## src/rtl/vtg_pkg.sv

```systemverilog
`timescale 1ns/1ps
package vtg_pkg;
  localparam int unsigned ADDR_W     = 4;
  localparam int unsigned NUM_TIMING = 12;

  typedef enum logic [ADDR_W-1:0] {
    REG_H_TOTAL    = 4'd0,
    REG_H_DISP     = 4'd1,
    REG_HS_ON      = 4'd2,
    REG_HS_OFF     = 4'd3,
    REG_V_TOTAL    = 4'd4,
    REG_V_ACT      = 4'd5,
    REG_VS_LN_ON   = 4'd6,
    REG_VS_LN_OFF  = 4'd7,
    REG_VS_X_ON_O  = 4'd8,
    REG_VS_X_OFF_O = 4'd9,
    REG_VS_X_ON_E  = 4'd10,
    REG_VS_X_OFF_E = 4'd11,
    REG_CTRL       = 4'd12
  } reg_idx_e;

  localparam int unsigned CTRL_ILACE_BIT = 0;
endpackage

```

## src/rtl/vtg_cfg_regs.sv

```systemverilog
`timescale 1ns/1ps
module vtg_cfg_regs
  import vtg_pkg::*;
#(
  parameter int unsigned CW = 12
) (
  input  logic                             clk_i,
  input  logic                             rst_ni,
  input  logic                             we_i,
  input  logic [ADDR_W-1:0]                addr_i,
  input  logic [CW-1:0]                    wdata_i,
  output logic [NUM_TIMING-1:0][CW-1:0]    timing_o,
  output logic                             ilace_o
);

  for (genvar i = 0; i < NUM_TIMING; i++) begin : g_reg
    always_ff @(posedge clk_i or negedge rst_ni) begin
      if (!rst_ni)                                  timing_o[i] <= '0;
      else if (we_i && addr_i == ADDR_W'(i))        timing_o[i] <= wdata_i;
    end
  end

  always_ff @(posedge clk_i or negedge rst_ni) begin
    if (!rst_ni)                              ilace_o <= 1'b0;
    else if (we_i && addr_i == REG_CTRL)      ilace_o <= wdata_i[CTRL_ILACE_BIT];
  end

  // write visible the cycle after the write edge
  a_r9_write_lands: assert property (@(posedge clk_i) disable iff (!rst_ni)
    (we_i && addr_i < ADDR_W'(NUM_TIMING)) |=> timing_o[$past(addr_i)] == $past(wdata_i));

  a_r9_ctrl_lands: assert property (@(posedge clk_i) disable iff (!rst_ni)
    (we_i && addr_i == REG_CTRL) |=> ilace_o == $past(wdata_i[CTRL_ILACE_BIT]));

endmodule

```

## src/rtl/vtg_run_sync.sv

```systemverilog
`timescale 1ns/1ps
module vtg_run_sync #(
  parameter int unsigned STAGES = 2
) (
  input  logic clk_i,
  input  logic rst_ni,
  input  logic run_i,
  output logic run_o
);

  logic [STAGES-1:0] chain_q;

  always_ff @(posedge clk_i or negedge rst_ni) begin
    if (!rst_ni) chain_q <= '0;
    else         chain_q <= {chain_q[STAGES-2:0], run_i};
  end

  assign run_o = chain_q[STAGES-1];

  if (STAGES == 2) begin : g_chk
    // a start seen at the output was requested two edges earlier
    a_r7_sync_lag: assert property (@(posedge clk_i) disable iff (!rst_ni)
      $rose(run_o) |-> $past(run_i, 2));
  end

endmodule

```

## src/rtl/vtg_raster_cnt.sv

```systemverilog
`timescale 1ns/1ps
module vtg_raster_cnt #(
  parameter int unsigned CW = 12
) (
  input  logic          clk_i,
  input  logic          rst_ni,
  input  logic          run_i,
  input  logic          ilace_i,
  input  logic [CW-1:0] h_total_i,
  input  logic [CW-1:0] v_total_i,
  output logic [CW-1:0] hcnt_o,
  output logic [CW-1:0] vcnt_o,
  output logic          field_o
);

  localparam int unsigned XW = CW + 1;

  logic [CW-1:0] hcnt_q, vcnt_q;
  logic          field_q;
  logic          h_end, v_end;
  logic [XW-1:0] v_last;

  // odd field carries one extra line
  assign v_last = {1'b0, v_total_i} + XW'(field_q);
  assign h_end  = hcnt_q >= h_total_i;
  assign v_end  = {1'b0, vcnt_q} >= v_last;

  always_ff @(posedge clk_i or negedge rst_ni) begin
    if (!rst_ni) begin
      hcnt_q  <= '0;
      vcnt_q  <= '0;
      field_q <= 1'b0;
    end else if (!run_i) begin
      // park on the final pixel so the first step lands on line 0
      hcnt_q  <= h_total_i;
      vcnt_q  <= v_total_i;
      field_q <= 1'b0;
    end else if (h_end) begin
      hcnt_q <= '0;
      if (v_end) begin
        vcnt_q  <= '0;
        field_q <= ilace_i ? ~field_q : 1'b0;
      end else begin
        vcnt_q <= vcnt_q + 1'b1;
      end
    end else begin
      hcnt_q <= hcnt_q + 1'b1;
    end
  end

  assign hcnt_o  = hcnt_q;
  assign vcnt_o  = vcnt_q;
  assign field_o = field_q;

  a_r1_h_step: assert property (@(posedge clk_i) disable iff (!rst_ni)
    (run_i && $past(run_i) && ($past(hcnt_q) < $past(h_total_i)))
      |-> hcnt_q == $past(hcnt_q) + 1'b1);

  a_r10_h_wrap: assert property (@(posedge clk_i) disable iff (!rst_ni)
    (run_i && $past(run_i) && ($past(hcnt_q) >= $past(h_total_i))) |-> hcnt_q == '0);

  a_r7_hold: assert property (@(posedge clk_i) disable iff (!rst_ni)
    !run_i |=> (hcnt_q == $past(h_total_i)) && (vcnt_q == $past(v_total_i)) && !field_q);

  a_r3_field_at_wrap: assert property (@(posedge clk_i) disable iff (!rst_ni)
    ($past(run_i) && (field_q != $past(field_q))) |-> (hcnt_q == '0) && (vcnt_q == '0));

  a_r2_prog_field: assert property (@(posedge clk_i) disable iff (!rst_ni)
    (!ilace_i && !field_q) |=> !field_q);

endmodule

```

## src/rtl/vtg_decode.sv

```systemverilog
`timescale 1ns/1ps
module vtg_decode #(
  parameter int unsigned CW = 12
) (
  input  logic          clk_i,
  input  logic          rst_ni,
  input  logic          run_i,
  input  logic [CW-1:0] hcnt_i,
  input  logic [CW-1:0] vcnt_i,
  input  logic          field_i,
  input  logic [CW-1:0] h_disp_i,
  input  logic [CW-1:0] hs_on_i,
  input  logic [CW-1:0] hs_off_i,
  input  logic [CW-1:0] v_act_i,
  input  logic [CW-1:0] vs_ln_on_i,
  input  logic [CW-1:0] vs_ln_off_i,
  input  logic [CW-1:0] vs_x_on_odd_i,
  input  logic [CW-1:0] vs_x_off_odd_i,
  input  logic [CW-1:0] vs_x_on_even_i,
  input  logic [CW-1:0] vs_x_off_even_i,
  output logic          hsync_o,
  output logic          vsync_o,
  output logic          hblank_o,
  output logic          vblank_o
);

  logic [CW-1:0] vs_x_on, vs_x_off;
  logic          vs_started, vs_open, hs_win;

  assign vs_x_on  = field_i ? vs_x_on_odd_i  : vs_x_on_even_i;
  assign vs_x_off = field_i ? vs_x_off_odd_i : vs_x_off_even_i;

  assign vs_started = (vcnt_i > vs_ln_on_i) ||
                      ((vcnt_i == vs_ln_on_i) && (hcnt_i >= vs_x_on));
  assign vs_open    = (vcnt_i < vs_ln_off_i) ||
                      ((vcnt_i == vs_ln_off_i) && (hcnt_i < vs_x_off));
  assign hs_win     = (hcnt_i >= hs_on_i) && (hcnt_i < hs_off_i);

  always_comb begin
    hsync_o  = 1'b0;
    vsync_o  = 1'b0;
    hblank_o = 1'b1;
    vblank_o = 1'b1;
    if (run_i) begin
      hsync_o  = hs_win;
      vsync_o  = vs_started && vs_open;
      hblank_o = hcnt_i >= h_disp_i;
      vblank_o = vcnt_i < v_act_i;
    end
  end

  a_r7_quiet: assert property (@(posedge clk_i) disable iff (!rst_ni)
    !run_i |-> !hsync_o && !vsync_o && hblank_o && vblank_o);

  // sync cannot be active before the start line
  a_r6_vs_before_start: assert property (@(posedge clk_i) disable iff (!rst_ni)
    (vcnt_i < vs_ln_on_i) |-> !vsync_o);

endmodule

```

## src/rtl/raster_timing_gen.sv

```systemverilog
`timescale 1ns/1ps
module raster_timing_gen
  import vtg_pkg::*;
#(
  parameter int unsigned CW          = 12,
  parameter int unsigned SYNC_STAGES = 2
) (
  input  logic              clk_i,
  input  logic              rst_ni,
  input  logic              run_i,
  input  logic              cfg_we_i,
  input  logic [ADDR_W-1:0] cfg_addr_i,
  input  logic [CW-1:0]     cfg_wdata_i,
  output logic [CW-1:0]     hcount_o,
  output logic [CW-1:0]     vcount_o,
  output logic              field_o,
  output logic              hsync_o,
  output logic              vsync_o,
  output logic              hblank_o,
  output logic              vblank_o
);

  logic [NUM_TIMING-1:0][CW-1:0] tcfg;
  logic                          ilace;
  logic                          run_s;
  logic [CW-1:0]                 hcnt, vcnt;
  logic                          field;

  vtg_cfg_regs #(.CW(CW)) i_regs (
    .clk_i    (clk_i),
    .rst_ni   (rst_ni),
    .we_i     (cfg_we_i),
    .addr_i   (cfg_addr_i),
    .wdata_i  (cfg_wdata_i),
    .timing_o (tcfg),
    .ilace_o  (ilace)
  );

  vtg_run_sync #(.STAGES(SYNC_STAGES)) i_sync (
    .clk_i  (clk_i),
    .rst_ni (rst_ni),
    .run_i  (run_i),
    .run_o  (run_s)
  );

  vtg_raster_cnt #(.CW(CW)) i_cnt (
    .clk_i     (clk_i),
    .rst_ni    (rst_ni),
    .run_i     (run_s),
    .ilace_i   (ilace),
    .h_total_i (tcfg[REG_H_TOTAL]),
    .v_total_i (tcfg[REG_V_TOTAL]),
    .hcnt_o    (hcnt),
    .vcnt_o    (vcnt),
    .field_o   (field)
  );

  vtg_decode #(.CW(CW)) i_dec (
    .clk_i           (clk_i),
    .rst_ni          (rst_ni),
    .run_i           (run_s),
    .hcnt_i          (hcnt),
    .vcnt_i          (vcnt),
    .field_i         (field),
    .h_disp_i        (tcfg[REG_H_DISP]),
    .hs_on_i         (tcfg[REG_HS_ON]),
    .hs_off_i        (tcfg[REG_HS_OFF]),
    .v_act_i         (tcfg[REG_V_ACT]),
    .vs_ln_on_i      (tcfg[REG_VS_LN_ON]),
    .vs_ln_off_i     (tcfg[REG_VS_LN_OFF]),
    .vs_x_on_odd_i   (tcfg[REG_VS_X_ON_O]),
    .vs_x_off_odd_i  (tcfg[REG_VS_X_OFF_O]),
    .vs_x_on_even_i  (tcfg[REG_VS_X_ON_E]),
    .vs_x_off_even_i (tcfg[REG_VS_X_OFF_E]),
    .hsync_o         (hsync_o),
    .vsync_o         (vsync_o),
    .hblank_o        (hblank_o),
    .vblank_o        (vblank_o)
  );

  assign hcount_o = hcnt;
  assign vcount_o = vcnt;
  assign field_o  = field;

  // first step after start lands on line 0, pixel 0
  a_r8_restart_origin: assert property (@(posedge clk_i) disable iff (!rst_ni)
    $rose(run_s) |=> (hcnt == '0) && (vcnt == '0));

endmodule

```

## config.mk

```make
export PLATFORM = sky130hd
export DESIGN_NAME = raster_timing_gen
export DESIGN_NICKNAME = d
export VERILOG_FILES = /design/src/rtl/vtg_pkg.sv /design/src/rtl/vtg_cfg_regs.sv /design/src/rtl/vtg_run_sync.sv /design/src/rtl/vtg_raster_cnt.sv /design/src/rtl/vtg_decode.sv /design/src/rtl/raster_timing_gen.sv
export SDC_FILE = /design/constraint.sdc
export NUM_CORES = 1
export LEC_CHECK = 0
export BUFFER_PORTS_ARGS = -buffer_cell sky130_fd_sc_hd__buf_4
export CORE_UTILIZATION = 58
export CTS_BUF_LIST = sky130_fd_sc_hd__clkbuf_4
export CTS_CLUSTER_DIAMETER = 50
export DETAILED_ROUTE_END_ITERATION = 8
export HOLD_SLACK_MARGIN = 0.12
export PLACE_DENSITY = 0.79
export SYNTH_ARGS = -nofsm -noshare
export SYNTH_HDL_FRONTEND = slang
export SYNTH_SLANG_ARGS = --single-unit
```

## constraint.sdc

```tcl
create_clock -name clk_i -period 2.7 [get_ports clk_i]
set_input_delay 0.54 -clock clk_i [delete_from_list [all_inputs] [get_ports clk_i]]
set_output_delay 0.54 -clock clk_i [all_outputs]
set_load 0.1 [all_outputs]
```

# After elaboration in Yosys (flattened, before gate mapping)
# Index checks and enable logic that the tools add are counted.
[totals]
in_bits = 20
word_cells = 83
output_inout_bits = 29
register_bits = 172
[op_classes]
addsub = 3
eq_ne = 16
n_bitwise = 1
muxes = 15
order_cmp = 10
reduce_logical = 21
[ops]
columns = ["cell", "n"]
rows = [
  ["12-bit 2-to-1 mux", 7],
  ["12-bit >= comparator", 4],
  ["12-bit < comparator", 4],
  ["12-bit by 1-bit adder with 12-bit output (second input constant)", 2],
  ["12-bit == test", 2],
  ["4-bit == test (second input constant)", 5],
  ["1-bit logical AND", 17],
  ["4-bit by 3-bit == test with 1-bit output (second input constant)", 4],
  ["12-bit by 1-bit adder with 13-bit output", 1],
  ["12-bit by 13-bit >= comparator with 1-bit output", 1],
  ["12-bit > comparator", 1],
  ["4-bit by 2-bit == test with 1-bit output (second input constant)", 2],
  ["1-bit 2-to-1 mux", 8],
  ["4-bit by 1-bit == test with 1-bit output (second input constant)", 1],
  ["4-bit zero test", 1],
  ["2-bit by 1-bit != test with 1-bit output (second input constant)", 2],
  ["1-bit logical OR", 2],
  ["2-bit AND reduction", 1],
  ["1-bit inverter", 1],
]

# Logic depth before layout (Yosys ltp)
# Gate-level depths: netlist (run 1).
[depth]
word_depth = 6
mapped_depth = 13
depth_no_buf = 13

# Cells and area by module
# From an unflattened synthesis (run 1), not the netlist that was laid out.
[hier_totals]
cells_unflattened = 897
hier_area_um2 = 10219.8
[by_module_without_submodules]
columns = ["mod", "instances", "area_per_inst_um2", "cells_per_inst", "seq_area_each_um2"]
rows = [
  ["vtg_cfg_regs", 1, 5579.1, 334, 3628.5],
  ["vtg_decode", 1, 2444.8, 317, 0.0],
  ["vtg_raster_cnt", 1, 2145.8, 244, 625.6],
  ["vtg_run_sync", 1, 50.0, 2, 50.0],
]

# Least setup slack after synthesis (run 1)
# No wires, ideal clock.
[synth_path]
path_type = "flip-flop to output port"
start = "register i_cnt.field_q (netlist: i_cnt.field_o)"
end = "output port vsync_o"
slack_ns = -2.972
arrival_ns = 5.132
t_required_ns = 2.160
n_path_buf = 2
path_stages_with_launch = 10
path_cell_list = "dfrtp_1 > buf_2 > buf_1 > mux2i_1 > ha_1 > a21o_1 > a21o_1 > a221oi_1 > o211ai_1 > a211oi_1"
[synth_between]
elab_chain_len = 6
word_cells_on_any_way = 10
classes_between = "order compare (2); mux (3); reduce/logical (5)"
[synth_rtl]
columns = ["element", "line_no", "text"]
rows = [
  ["start: declaration", "vtg_raster_cnt.sv:19", "logic field_q;"],
  ["start signal: assignment", "vtg_raster_cnt.sv:42", "field_q <= ilace_i ? ~field_q : 1'b0;"],
  ["12-bit 2-to-1 mux (on tied branches)", "vtg_decode.sv:30, vtg_decode.sv:31", ""],
  ["12-bit >= comparator or 12-bit < comparator (tied branches)", "vtg_decode.sv:34, vtg_decode.sv:36", ""],
  ["1-bit logical AND (on tied branches)", "vtg_decode.sv:34, vtg_decode.sv:36", ""],
  ["1-bit logical OR (on tied branches)", "vtg_decode.sv:33, vtg_decode.sv:35", ""],
  ["1-bit logical AND *", "vtg_decode.sv:46", "vsync_o = vs_started && vs_open;"],
  ["1-bit 2-to-1 mux *", "vtg_decode.sv:44", "if (run_i) begin"],
  ["end: declaration", "raster_timing_gen.sv:18", "output logic vsync_o,"],
]
# Mark *: on every way between the ends. The rest lies on a longest branch, timed or not.

# Worst setup path after layout (run 1)
# Same ends and word-level chain as after synthesis.

==> report_table.html, run 1 <==
<table>
<tr><th>Metric</th><th>Value</th></tr>
<tr><th colspan="2">Critical path</th></tr>
<tr><td>Maximum fanout count along the critical path</td><td>5</td></tr>
<tr><td>Critical path data required time</td><td>2.16 ns</td></tr>
<tr><td>Crit start category</td><td>register</td></tr>
<tr><td>Endpoint arrival time on the critical path</td><td>3.02 ns</td></tr>
<tr><td>Worst-path cell with the longest stage delay</td><td>sky130_fd_sc_hd__dfrtp_4</td></tr>
<tr><td>Critical path endpoint category</td><td>output port</td></tr>
<tr><td>Setup Crit Path Kind</td><td>register to output port</td></tr>
<tr><td>Critical path buffers and inverters</td><td>2</td></tr>
<tr><td>Critical path, cell by cell</td><td>buf_12 &gt; mux2i_1 &gt; ha_1 &gt; a21o_1 &gt; a21o_1 &gt; a221oi_4 &gt; o211ai_1 &gt; a211oi_4 &gt; buf_12</td></tr>
<tr><td>Biggest cell delay along the critical path</td><td>0.53 ns</td></tr>
<tr><td>Top cell family by delay on the critical path</td><td>compound AO/OA/AOI/OAI gates</td></tr>
<tr><th colspan="2">STA</th></tr>
<tr><td>Transition time at the pin with the least slew margin</td><td>0.639 ns</td></tr>
<tr><td>Fmax</td><td>281 MHz</td></tr>
<tr><td>Final number of max-transition violations</td><td>0</td></tr>
<tr><td>Final setup vio count</td><td>17</td></tr>
<tr><td>Setup repair after global routing missed its margin</td><td>true</td></tr>
<tr><td>Worst setup margin</td><td>-0.861 ns</td></tr>
<tr><td>Min cycle time layout</td><td>3.56 ns</td></tr>
<tr><td>Share of the clock period used by the worst path after layout</td><td>132%</td></tr>
<tr><td>Final Hold Viols</td><td>0</td></tr>
<tr><td>Normalized max-slew margin</td><td>57.4%</td></tr>
<tr><td>Fin Clk Skew</td><td>0.0199 ns</td></tr>
<tr><td>TNS Setup</td><td>-6.77 ns</td></tr>
<tr><th colspan="2">Detailed routing</th></tr>
<tr><td>Via total after detailed routing</td><td>7702</td></tr>
<tr><td>Routed wire per std cell</td><td>20.1 um</td></tr>
<tr><td>Routed via count divided by cell count</td><td>5.92</td></tr>
<tr><td>Number of routed nets with antenna violations</td><td>0</td></tr>
<tr><td>Pre-Repair DR Iteration Count</td><td>7</td></tr>
<tr><td>Number of design-rule violations left by the first detailed-router iteration</td><td>400</td></tr>
<tr><td>DRC</td><td>0</td></tr>
<tr><td>Overall routed net length</td><td>26100 um</td></tr>
<tr><th colspan="2">Power and ir drop</th></tr>
<tr><td>Clk pwr share</td><td>11.7%</td></tr>
<tr><td>Sequential share of power</td><td>29.2%</td></tr>
<tr><td>Proportion of total power due to net switching</td><td>47.5%</td></tr>
<tr><td>Maximum ir drop on the vdd rail</td><td>0.000794 V</td></tr>
<tr><td>Leakage component of the power</td><td>5.63 nW</td></tr>
<tr><td>Switching power</td><td>6.35 mW</td></tr>
<tr><td>Internal portion of total power</td><td>7.02 mW</td></tr>
<tr><td>Comb power frac</td><td>59.2%</td></tr>
<tr><td>Power density cells</td><td>1120 nW/um^2</td></tr>
<tr><th colspan="2">Placed design</th></tr>
<tr><td>Final HPWL from detailed placement</td><td>18600 um</td></tr>
<tr><td>I/O Buffers</td><td>48</td></tr>
<tr><td>Gpl congestion</td><td>0.918</td></tr>
<tr><td>Worst slack at placement</td><td>-0.357 ns</td></tr>
<tr><td>Placed cells</td><td>1262</td></tr>
<tr><th colspan="2">Global route</th></tr>
<tr><td>Leftover overflow at the end of global routing</td><td>0</td></tr>
<tr><td>Via count of the first global-routing pass</td><td>7796</td></tr>
<tr><td>Largest net degree at the start of global routing</td><td>52</td></tr>
<tr><td>Global-route usage over all layers</td><td>30.7%</td></tr>
<tr><td>Antenna violations before repair</td><td>1</td></tr>
<tr><td>First-pass GRT wire length</td><td>41300 um</td></tr>
<tr><th colspan="2">Floorplan</th></tr>
<tr><td>Starting Density</td><td>60.2%</td></tr>
<tr><td>Placeable core region</td><td>16800 um^2</td></tr>
<tr><td>I/O Pins</td><td>49</td></tr>
<tr><td>Number of cell rows</td><td>47</td></tr>
<tr><td>Die Wd</td><td>134 um</td></tr>
<tr><td>Die Span Y</td><td>134 um</td></tr>
<tr><td>Die Footprint</td><td>17900 um^2</td></tr>
<tr><th colspan="2">Clock tree</th></tr>
<tr><td>Clock latency at the later pin of the worst-skew pair</td><td>0.59 ns</td></tr>
<tr><td>TritonCTS clock tree</td><td>done</td></tr>
<tr><td>Cell chosen for the clock root</td><td>sky130_fd_sc_hd__clkbuf_4</td></tr>
<tr><td>Number of CTS-inserted buffers</td><td>17</td></tr>
<tr><td>Number of H-tree levels</td><td>4</td></tr>
<tr><td>Clock slew at reported path FFs</td><td>0.16 ns</td></tr>
<tr><td>Clock tree buffer depth</td><td>2</td></tr>
<tr><td>Clock net sink count</td><td>172</td></tr>
<tr><th colspan="2">Logic synthesis</th></tr>
<tr><td>Synth warnings</td><td>0</td></tr>
<tr><td>Fraction of registers with async set/reset</td><td>100%</td></tr>
<tr><td>Post-synthesis net count</td><td>1093</td></tr>
<tr><td>Top cells by area in the synthesized netlist</td><td>sky130_fd_sc_hd__dfrtp_1 43%, sky130_fd_sc_hd__ha_1 15%, sky130_fd_sc_hd__mux2_2 11%</td></tr>
<tr><td>Number of register bits inferred by synthesis</td><td>172</td></tr>
<tr><td>Mean Syn Cell Area</td><td>10.6 um^2</td></tr>
<tr><td>Number of flops mapped to enable cells by yosys</td><td>0</td></tr>
<tr><td>Synthesized cell area</td><td>10100 um^2</td></tr>
<tr><td>Distinct cells, synth</td><td>55</td></tr>
<tr><td>Most used flip-flop cell after synthesis</td><td>sky130_fd_sc_hd__dfrtp_1</td></tr>
<tr><td>Sequential cell area fraction in the yosys report</td><td>42.7%</td></tr>
<tr><td>Gate Count Post-Synth</td><td>952</td></tr>
<tr><td>Top cell type's share of synthesized area</td><td>42.7%</td></tr>
<tr><td>Cell type with the largest total area after synthesis</td><td>sky130_fd_sc_hd__dfrtp_1</td></tr>
<tr><th colspan="2">Layout</th></tr>
<tr><td>Share of post-route cells with drive strength above 1</td><td>31.1%</td></tr>
<tr><td>Final net count</td><td>1208</td></tr>
<tr><td>Area Growth Syn to Fin</td><td>18.6%</td></tr>
<tr><td>Fin cells</td><td>1301</td></tr>
<tr><th colspan="2">Run status</th></tr>
<tr><td>Violated checks</td><td>negative setup slack</td></tr>
<tr><td>Result of the run</td><td>complete, but fails checks</td></tr>
<tr><th colspan="2">Worst hold path</th></tr>
<tr><td>Worst hold path class</td><td>input port to register</td></tr>
<tr><th colspan="2">Job</th></tr>
<tr><td>Number of max-cap violations</td><td>0</td></tr>
</table>
==> registers in the layout, summed over array words and instances (netlist names) <==
signal and cells:
i_cnt.field_o 1, i_regs.timing_o 144, i_cnt.vcnt_o 12, i_regs.ilace_o 1
i_cnt.hcnt_o 12, i_sync.chain_q 2
==> repair_timing <==
| action | CTS | global route |
|---|---|---|
| pin swaps | 25 | 12 |
| hold buffers | 2 | 0 |
| hold endpoints to repair | 46 | 0 |
| gates resized for setup | 35 | 11 |
| endpoints found under the setup margin | 17 | 17 |
| buffers inserted | 4 | 0 |
==> cells by family after synthesis <==
kind of cell	Yosys count	share of synthesized area [%]
mux	126	13.8
xor+xnor	20	1.74
compound gates	176	11.4
flops	172	42.7
buf+inv	132	5.05
simple gates	205	10.3
fa+ha+maj	121	15.0
==> cell type report <==
type	count	area [um^2]
fill	1212	4810
inverter	95	362
sequential	172	4360
multi-input combinational	648	5550
antenna	1	2.50
tap	220	275
clock inverter	15	164
timing repair buffer	133	1120
clock buffer	17	128
==> power by group through the flow <==
stage                     clock (mW)  sequential [mW]  combinational (mW)
after floorplan                    0             5.23                3.69
after global placement             0             3.89                7.15
after detailed placement           0             3.92                7.38
after CTS                       1.58             3.88                7.73
after global routing            1.68             3.97                8.55
final                           1.56             3.90                7.91
==> synthesized netlist by cell type, drive strengths merged (18+ instances only) <==
cell type    n
mux2i       23
nor2        40
a21oi       31
mux2       103
clkbuf      27
dfrtp      172
ha         121
inv         95
nand2b      18
nand2       69
o21ai       65
a21o        24
==> layer usage <==
layer	part of all wire [%]	up-vias	GRT usage, %
met1	44	3830	40.7
li1	-	3593	-
met3	6.3	55	6.42
met4	2.1	0	9.79
met2	48	224	50.4
met5	0	-	0
==> stage by stage <==
step	power, mW	cell area [um^2]	util (%)	hold WS (ns)
2_1_floorplan	8.93	10300	-	0.244
3_3_place_gp	11.0	11400	68.0	0.391
3_5_place_dp	11.3	11400	68.0	0.394
4_1_cts	13.2	11900	71.0	0.278
5_1_grt	14.2	12000	71.3	0.272
6_report	13.4	12000	71.3	0.291
==> final timing paths <==
kind	start	endpoint	slack, ns	cells past startpoint
worst max-delay path	i_cnt.field_o$_DFFE_PN0P_	vsync_o	-0.86	9
worst min-delay path	cfg_wdata_i[8]	i_regs.timing_o[92]$_DFFE_PN0P_	0.29	3
worst max register to register	i_cnt.field_o$_DFFE_PN0P_	i_cnt.vcnt_o[3]$_DFFE_PN0P_	-0.45	14
worst min register to register	i_sync.chain_q[0]$_DFF_PN0_	i_sync.chain_q[1]$_DFF_PN0_	0.41	0
max in group asynchronous	rst_ni	i_cnt.vcnt_o[5]$_DFFE_PN0P_	1.48	3
min in group asynchronous	rst_ni	i_regs.timing_o[53]$_DFFE_PN0P_	0.44	2
==> placed cells by master, fill, tap and decap left out, types with 12 or more instances in the layout <==
master,netlist,final
sky130_fd_sc_hd__buf_4,0,118
sky130_fd_sc_hd__dfrtp_1,172,148
sky130_fd_sc_hd__nand3_1,15,15
sky130_fd_sc_hd__o22ai_1,13,12
sky130_fd_sc_hd__nand4_1,15,15
sky130_fd_sc_hd__nand2_1,68,68
sky130_fd_sc_hd__dfrtp_2,0,14
sky130_fd_sc_hd__ha_1,121,114
sky130_fd_sc_hd__nor2_1,39,36
sky130_fd_sc_hd__mux2i_1,23,23
sky130_fd_sc_hd__a21o_1,24,24
sky130_fd_sc_hd__o21ai_0,63,58
sky130_fd_sc_hd__mux2_2,102,102
sky130_fd_sc_hd__nor2b_1,13,13
sky130_fd_sc_hd__inv_1,95,94
sky130_fd_sc_hd__nand2b_1,18,17
sky130_fd_sc_hd__clkbuf_4,0,17
sky130_fd_sc_hd__a21oi_1,31,24
==> worst reg2reg max path: cells and delay by family (launching register included) <==
kind	cells	cell delay [ns]
XOR/XNOR	1	0.12
AO/OA/AOI/OAI	3	0.66
AND/OR/NAND/NOR	5	0.70
flip-flops	1	0.53
adder cells (fa/ha/maj)	3	0.71
buffers and inverters	2	0.34
Note: power is estimated with default switching activity, not from simulation.
==> run 2, diff against run 1 <==
CTS_BUF_LIST = sky130_fd_sc_hd__clkbuf_8   (was sky130_fd_sc_hd__clkbuf_4)
CTS_CLUSTER_DIAMETER = default   (was 50)
==> report_table.html, run 2 (same netlist as run 1, synthesis figures left out) <==
<table>
<tr><th>Metric</th><th>Value</th></tr>
<tr><th colspan="2">Detailed routing</th></tr>
<tr><td>Routed via count divided by cell count</td><td>6.02 (was 5.92)</td></tr>
<tr><td>Number of routed nets with antenna violations</td><td>0 (unchanged)</td></tr>
<tr><td>Routed wire per std cell</td><td>20.5 um (was 20.1 um)</td></tr>
<tr><td>Pre-Repair DR Iteration Count</td><td>6 (was 7)</td></tr>
<tr><td>Number of design-rule violations left by the first detailed-router iteration</td><td>464 (was 400)</td></tr>
<tr><td>Overall routed net length</td><td>26800 um (was 26100 um)</td></tr>
<tr><td>DRC</td><td>0 (unchanged)</td></tr>
<tr><td>Via total after detailed routing</td><td>7845 (was 7702)</td></tr>
<tr><th colspan="2">Critical path</th></tr>
<tr><td>Critical path, cell by cell</td><td>buf_12 &gt; mux2i_1 &gt; ha_1 &gt; a21o_1 &gt; a21o_1 &gt; a221oi_4 &gt; o211ai_1 &gt; a211oi_4 &gt; buf_12 (unchanged)</td></tr>
<tr><td>Worst-path cell with the longest stage delay</td><td>sky130_fd_sc_hd__dfrtp_4 (unchanged)</td></tr>
<tr><td>Top cell family by delay on the critical path</td><td>compound AO/OA/AOI/OAI gates (unchanged)</td></tr>
<tr><td>Startpoint of the worst register-to-register path</td><td>i_cnt.field_o$_DFFE_PN0P_ (unchanged)</td></tr>
<tr><td>Setup slack of the most critical reg-to-reg path</td><td>-0.62 ns (was -0.45 ns)</td></tr>
<tr><td>Worst reg2reg path depth</td><td>16 (was 14)</td></tr>
<tr><td>Crit start category</td><td>register (unchanged)</td></tr>
<tr><td>Critical path capture point</td><td>vsync_o (unchanged)</td></tr>
<tr><td>Setup Crit Path Kind</td><td>register to output port (unchanged)</td></tr>
<tr><td>Biggest cell delay along the critical path</td><td>0.52 ns (was 0.53 ns)</td></tr>
<tr><td>Critical path data required time</td><td>2.16 ns (about the same)</td></tr>
<tr><td>Maximum fanout count along the critical path</td><td>5 (unchanged)</td></tr>
<tr><td>Critical path depth</td><td>9 (unchanged)</td></tr>
<tr><td>Critical path endpoint category</td><td>output port (unchanged)</td></tr>
<tr><td>Launching element of the worst setup path</td><td>i_cnt.field_o$_DFFE_PN0P_ (unchanged)</td></tr>
<tr><td>Critical path buffers and inverters</td><td>2 (unchanged)</td></tr>
<tr><td>Reg-to-reg critical path endpoint</td><td>i_cnt.vcnt_o[10]$_DFFE_PN0P_ (was i_cnt.vcnt_o[3]$_DFFE_PN0P_)</td></tr>
<tr><td>Endpoint arrival time on the critical path</td><td>2.90 ns (was 3.02 ns)</td></tr>
<tr><th colspan="2">STA</th></tr>
<tr><td>Final number of max-transition violations</td><td>0 (unchanged)</td></tr>
<tr><td>Min cycle time layout</td><td>3.44 ns (was 3.56 ns)</td></tr>
<tr><td>Setup repair after global routing missed its margin</td><td>true (unchanged)</td></tr>
<tr><td>Worst hold slack after final layout</td><td>0.175 ns (was 0.291 ns)</td></tr>
<tr><td>Fin Clk Skew</td><td>0.0106 ns (was 0.0199 ns)</td></tr>
<tr><td>Fmax</td><td>291 MHz (was 281 MHz)</td></tr>
<tr><td>Worst setup margin</td><td>-0.742 ns (was -0.861 ns)</td></tr>
<tr><td>Final setup vio count</td><td>17 (unchanged)</td></tr>
<tr><td>Normalized max-slew margin</td><td>56.6% (was 57.4%)</td></tr>
<tr><td>Transition time at the pin with the least slew margin</td><td>0.651 ns (was 0.639 ns)</td></tr>
<tr><td>Share of the clock period used by the worst path after layout</td><td>127% (was 132%)</td></tr>
<tr><td>Final Hold Viols</td><td>0 (unchanged)</td></tr>
<tr><th colspan="2">Global route</th></tr>
<tr><td>Leftover overflow at the end of global routing</td><td>0 (unchanged)</td></tr>
<tr><td>Via count of the first global-routing pass</td><td>7850 (was 7796)</td></tr>
<tr><td>Global-route usage over all layers</td><td>30.9% (was 30.7%)</td></tr>
<tr><td>Antenna violations before repair</td><td>0 (was 1)</td></tr>
<tr><td>Largest net degree at the start of global routing</td><td>52 (unchanged)</td></tr>
<tr><td>First-pass GRT wire length</td><td>41600 um (was 41300 um)</td></tr>
<tr><th colspan="2">Clock tree</th></tr>
<tr><td>Number of CTS-inserted buffers</td><td>17 (unchanged)</td></tr>
<tr><td>Clock slew at reported path FFs</td><td>0.09 ns (was 0.16 ns)</td></tr>
<tr><td>Clock latency at the later pin of the worst-skew pair</td><td>0.47 ns (was 0.59 ns)</td></tr>
<tr><td>Clock tree buffer depth</td><td>2 (unchanged)</td></tr>
<tr><td>Number of H-tree levels</td><td>4 (unchanged)</td></tr>
<tr><td>Clock net sink count</td><td>172 (unchanged)</td></tr>
<tr><td>TritonCTS clock tree</td><td>done (unchanged)</td></tr>
<tr><td>Cell chosen for the clock root</td><td>sky130_fd_sc_hd__clkbuf_8 (was sky130_fd_sc_hd__clkbuf_4)</td></tr>
<tr><th colspan="2">Power and ir drop</th></tr>
<tr><td>Power density cells</td><td>1150 nW/um^2 (was 1120 nW/um^2)</td></tr>
<tr><td>Maximum ir drop on the vdd rail</td><td>0.000795 V (was 0.000794 V)</td></tr>
<tr><td>Overall power consumption</td><td>13.9 mW (was 13.4 mW)</td></tr>
<tr><td>Leakage component of the power</td><td>5.70 nW (was 5.63 nW)</td></tr>
<tr><th colspan="2">Floorplan</th></tr>
<tr><td>Number of cell rows</td><td>47 (unchanged)</td></tr>
<tr><td>Placeable core region</td><td>16800 um^2 (unchanged)</td></tr>
<tr><td>I/O Pins</td><td>49 (unchanged)</td></tr>
<tr><td>Die Footprint</td><td>17900 um^2 (unchanged)</td></tr>
<tr><td>Die Wd</td><td>134 um (unchanged)</td></tr>
<tr><td>Die Span Y</td><td>134 um (unchanged)</td></tr>
<tr><td>Starting Density</td><td>60.2% (unchanged)</td></tr>
<tr><th colspan="2">Layout</th></tr>
<tr><td>Post-route design area</td><td>12100 um^2 (was 12000 um^2)</td></tr>
<tr><td>Share of post-route cells with drive strength above 1</td><td>31.8% (was 31.1%)</td></tr>
<tr><td>Largest Register</td><td>i_regs.timing_o (unchanged)</td></tr>
<tr><td>Largest register FFs</td><td>144 (unchanged)</td></tr>
<tr><td>Most common cell after layout, fill and taps aside</td><td>sky130_fd_sc_hd__dfrtp_1 (unchanged)</td></tr>
<tr><td>Count of fill cells added during filler insertion</td><td>1157 (was 1212)</td></tr>
<tr><td>Final net count</td><td>1212 (was 1208)</td></tr>
<tr><td>Layout Utilization</td><td>72.3% (was 71.3%)</td></tr>
<tr><td>Highest-count cells in the layout ignoring fill and taps</td><td>148 x sky130_fd_sc_hd__dfrtp_1, 121 x sky130_fd_sc_hd__buf_4, 113 x sky130_fd_sc_hd__ha_1 (was 148 x sky130_fd_sc_hd__dfrtp_1, 118 x sky130_fd_sc_hd__buf_4, 114 x sky130_fd_sc_hd__ha_1)</td></tr>
<tr><td>Area Growth Syn to Fin</td><td>20.3% (was 18.6%)</td></tr>
<tr><td>Diode insertion count for antenna repair</td><td>0 (was 1)</td></tr>
<tr><th colspan="2">Run status</th></tr>
<tr><td>Result of the run</td><td>complete, but fails checks (unchanged)</td></tr>
<tr><td>Violated checks</td><td>negative setup slack (unchanged)</td></tr>
<tr><th colspan="2">Placed design</th></tr>
<tr><td>Post-placement cell area</td><td>11400 um^2 (unchanged)</td></tr>
<tr><td>I/O Buffers</td><td>48 (unchanged)</td></tr>
<tr><td>Final HPWL from detailed placement</td><td>18600 um (unchanged)</td></tr>
<tr><td>Gpl congestion</td><td>0.918 (unchanged)</td></tr>
<tr><td>Worst slack at placement</td><td>-0.357 ns (unchanged)</td></tr>
<tr><th colspan="2">Job</th></tr>
<tr><td>Number of max-cap violations</td><td>0 (unchanged)</td></tr>
<tr><th colspan="2">Worst hold path</th></tr>
<tr><td>Worst hold path class</td><td>input port to register (unchanged)</td></tr>
</table>
run 2: changes by cell type in the layout (fill, tap and decap cells not counted), moves of 2 or more:
cell / previous run / this run
sky130_fd_sc_hd__clkbuf_4: 17 / 0
sky130_fd_sc_hd__clkbuf_8: 0 / 17
sky130_fd_sc_hd__buf_4: 118 / 121
sky130_fd_sc_hd__buf_6: 5 / 7
run 2: area by class of cell:
| class | count | area, um^2 | share of cell area (%) |
|---|---|---|---|
| repair buffers | 137 | 1150 | 9.50 |
| flip-flops and latches | 172 | 4360 | 36.0 |
| well taps | 220 | 275 | 2.27 |
| inverters | 95 | 362 | 2.98 |
| multi-input cells | 648 | 5580 | 46.0 |
| clock inverters | 15 | 164 | 1.35 |
| clock buffers | 17 | 234 | 1.93 |
run 2: worst reg2reg max path, cell delays in order, from the launching register on:
cell,delay (ns)
sky130_fd_sc_hd__dfrtp_4,0.52
sky130_fd_sc_hd__buf_4,0.15
sky130_fd_sc_hd__buf_6,0.12
sky130_fd_sc_hd__ha_2,0.19
sky130_fd_sc_hd__ha_2,0.18
sky130_fd_sc_hd__and3_4,0.19
sky130_fd_sc_hd__nand3_4,0.10
sky130_fd_sc_hd__nor2_1,0.06
sky130_fd_sc_hd__xnor2_1,0.12
sky130_fd_sc_hd__ha_1,0.35
sky130_fd_sc_hd__nand4_1,0.18
sky130_fd_sc_hd__nor2_2,0.21
sky130_fd_sc_hd__a2111oi_4,0.11
sky130_fd_sc_hd__nor2_4,0.24
sky130_fd_sc_hd__buf_12,0.16
sky130_fd_sc_hd__o21ai_1,0.07
sky130_fd_sc_hd__a221o_1,0.29
run 2: where the power goes:
group / total, mW / internal, mW / leakage [nW] / switching, mW
Combinational: 8.13 / 3.24 / 3.43 / 4.90
Sequential: 3.91 / 3.33 / 2.07 / 0.585
Clock: 1.87 / 0.840 / 0.203 / 1.03
Total: 13.9 / 7.40 / 5.70 / 6.51
run 2: worst min path at each step:
stage / startpoint / end / slack, ns / cells past startpoint
after detailed placement: i_sync.chain_q[0]$_DFF_PN0_ / i_sync.chain_q[1]$_DFF_PN0_ / 0.39 / 0
after global routing: run_i / i_sync.chain_q[0]$_DFF_PN0_ / 0.17 / 1
final: run_i / i_sync.chain_q[0]$_DFF_PN0_ / 0.18 / 1
after floorplan: rst_ni / i_cnt.hcnt_o[11]$_DFF_PN0_ / 0.24 / 0
after global placement: i_sync.chain_q[0]$_DFF_PN0_ / i_sync.chain_q[1]$_DFF_PN0_ / 0.39 / 0
after CTS: run_i / i_sync.chain_q[0]$_DFF_PN0_ / 0.17 / 1
run 2: repair_timing:
item	in CTS	in global routing
hold buffers	1	0
resized for setup	34	20
buffers inserted	5	4
hold endpoints to repair	45	0
endpoints found under the setup margin	17	17
pin swaps	22	16
run 2: stage by stage:
| stage | std cells | setup TNS (ns) |
|---|---|---|
| after floorplan | 952 | -4.11 |
| after global placement | 1262 | -3.04 |
| after detailed placement | 1262 | -3.71 |
| after CTS | 1300 | -6.41 |
| after global routing | 1304 | -10.28 |
| final | 1304 | -8.75 |
run 2: per-layer routing:
| metal | global-route usage, % | vias to the layer above | routed length (um) |
|---|---|---|---|
| met2 | 50.5 | 281 | 12900 |
| met1 | 40.6 | 3917 | 11300 |
| met5 | 0 | - | 0 |
| met3 | 5.56 | 58 | 1880 |
| li1 | - | 3589 | - |
| met4 | 12.6 | 0 | 793 |
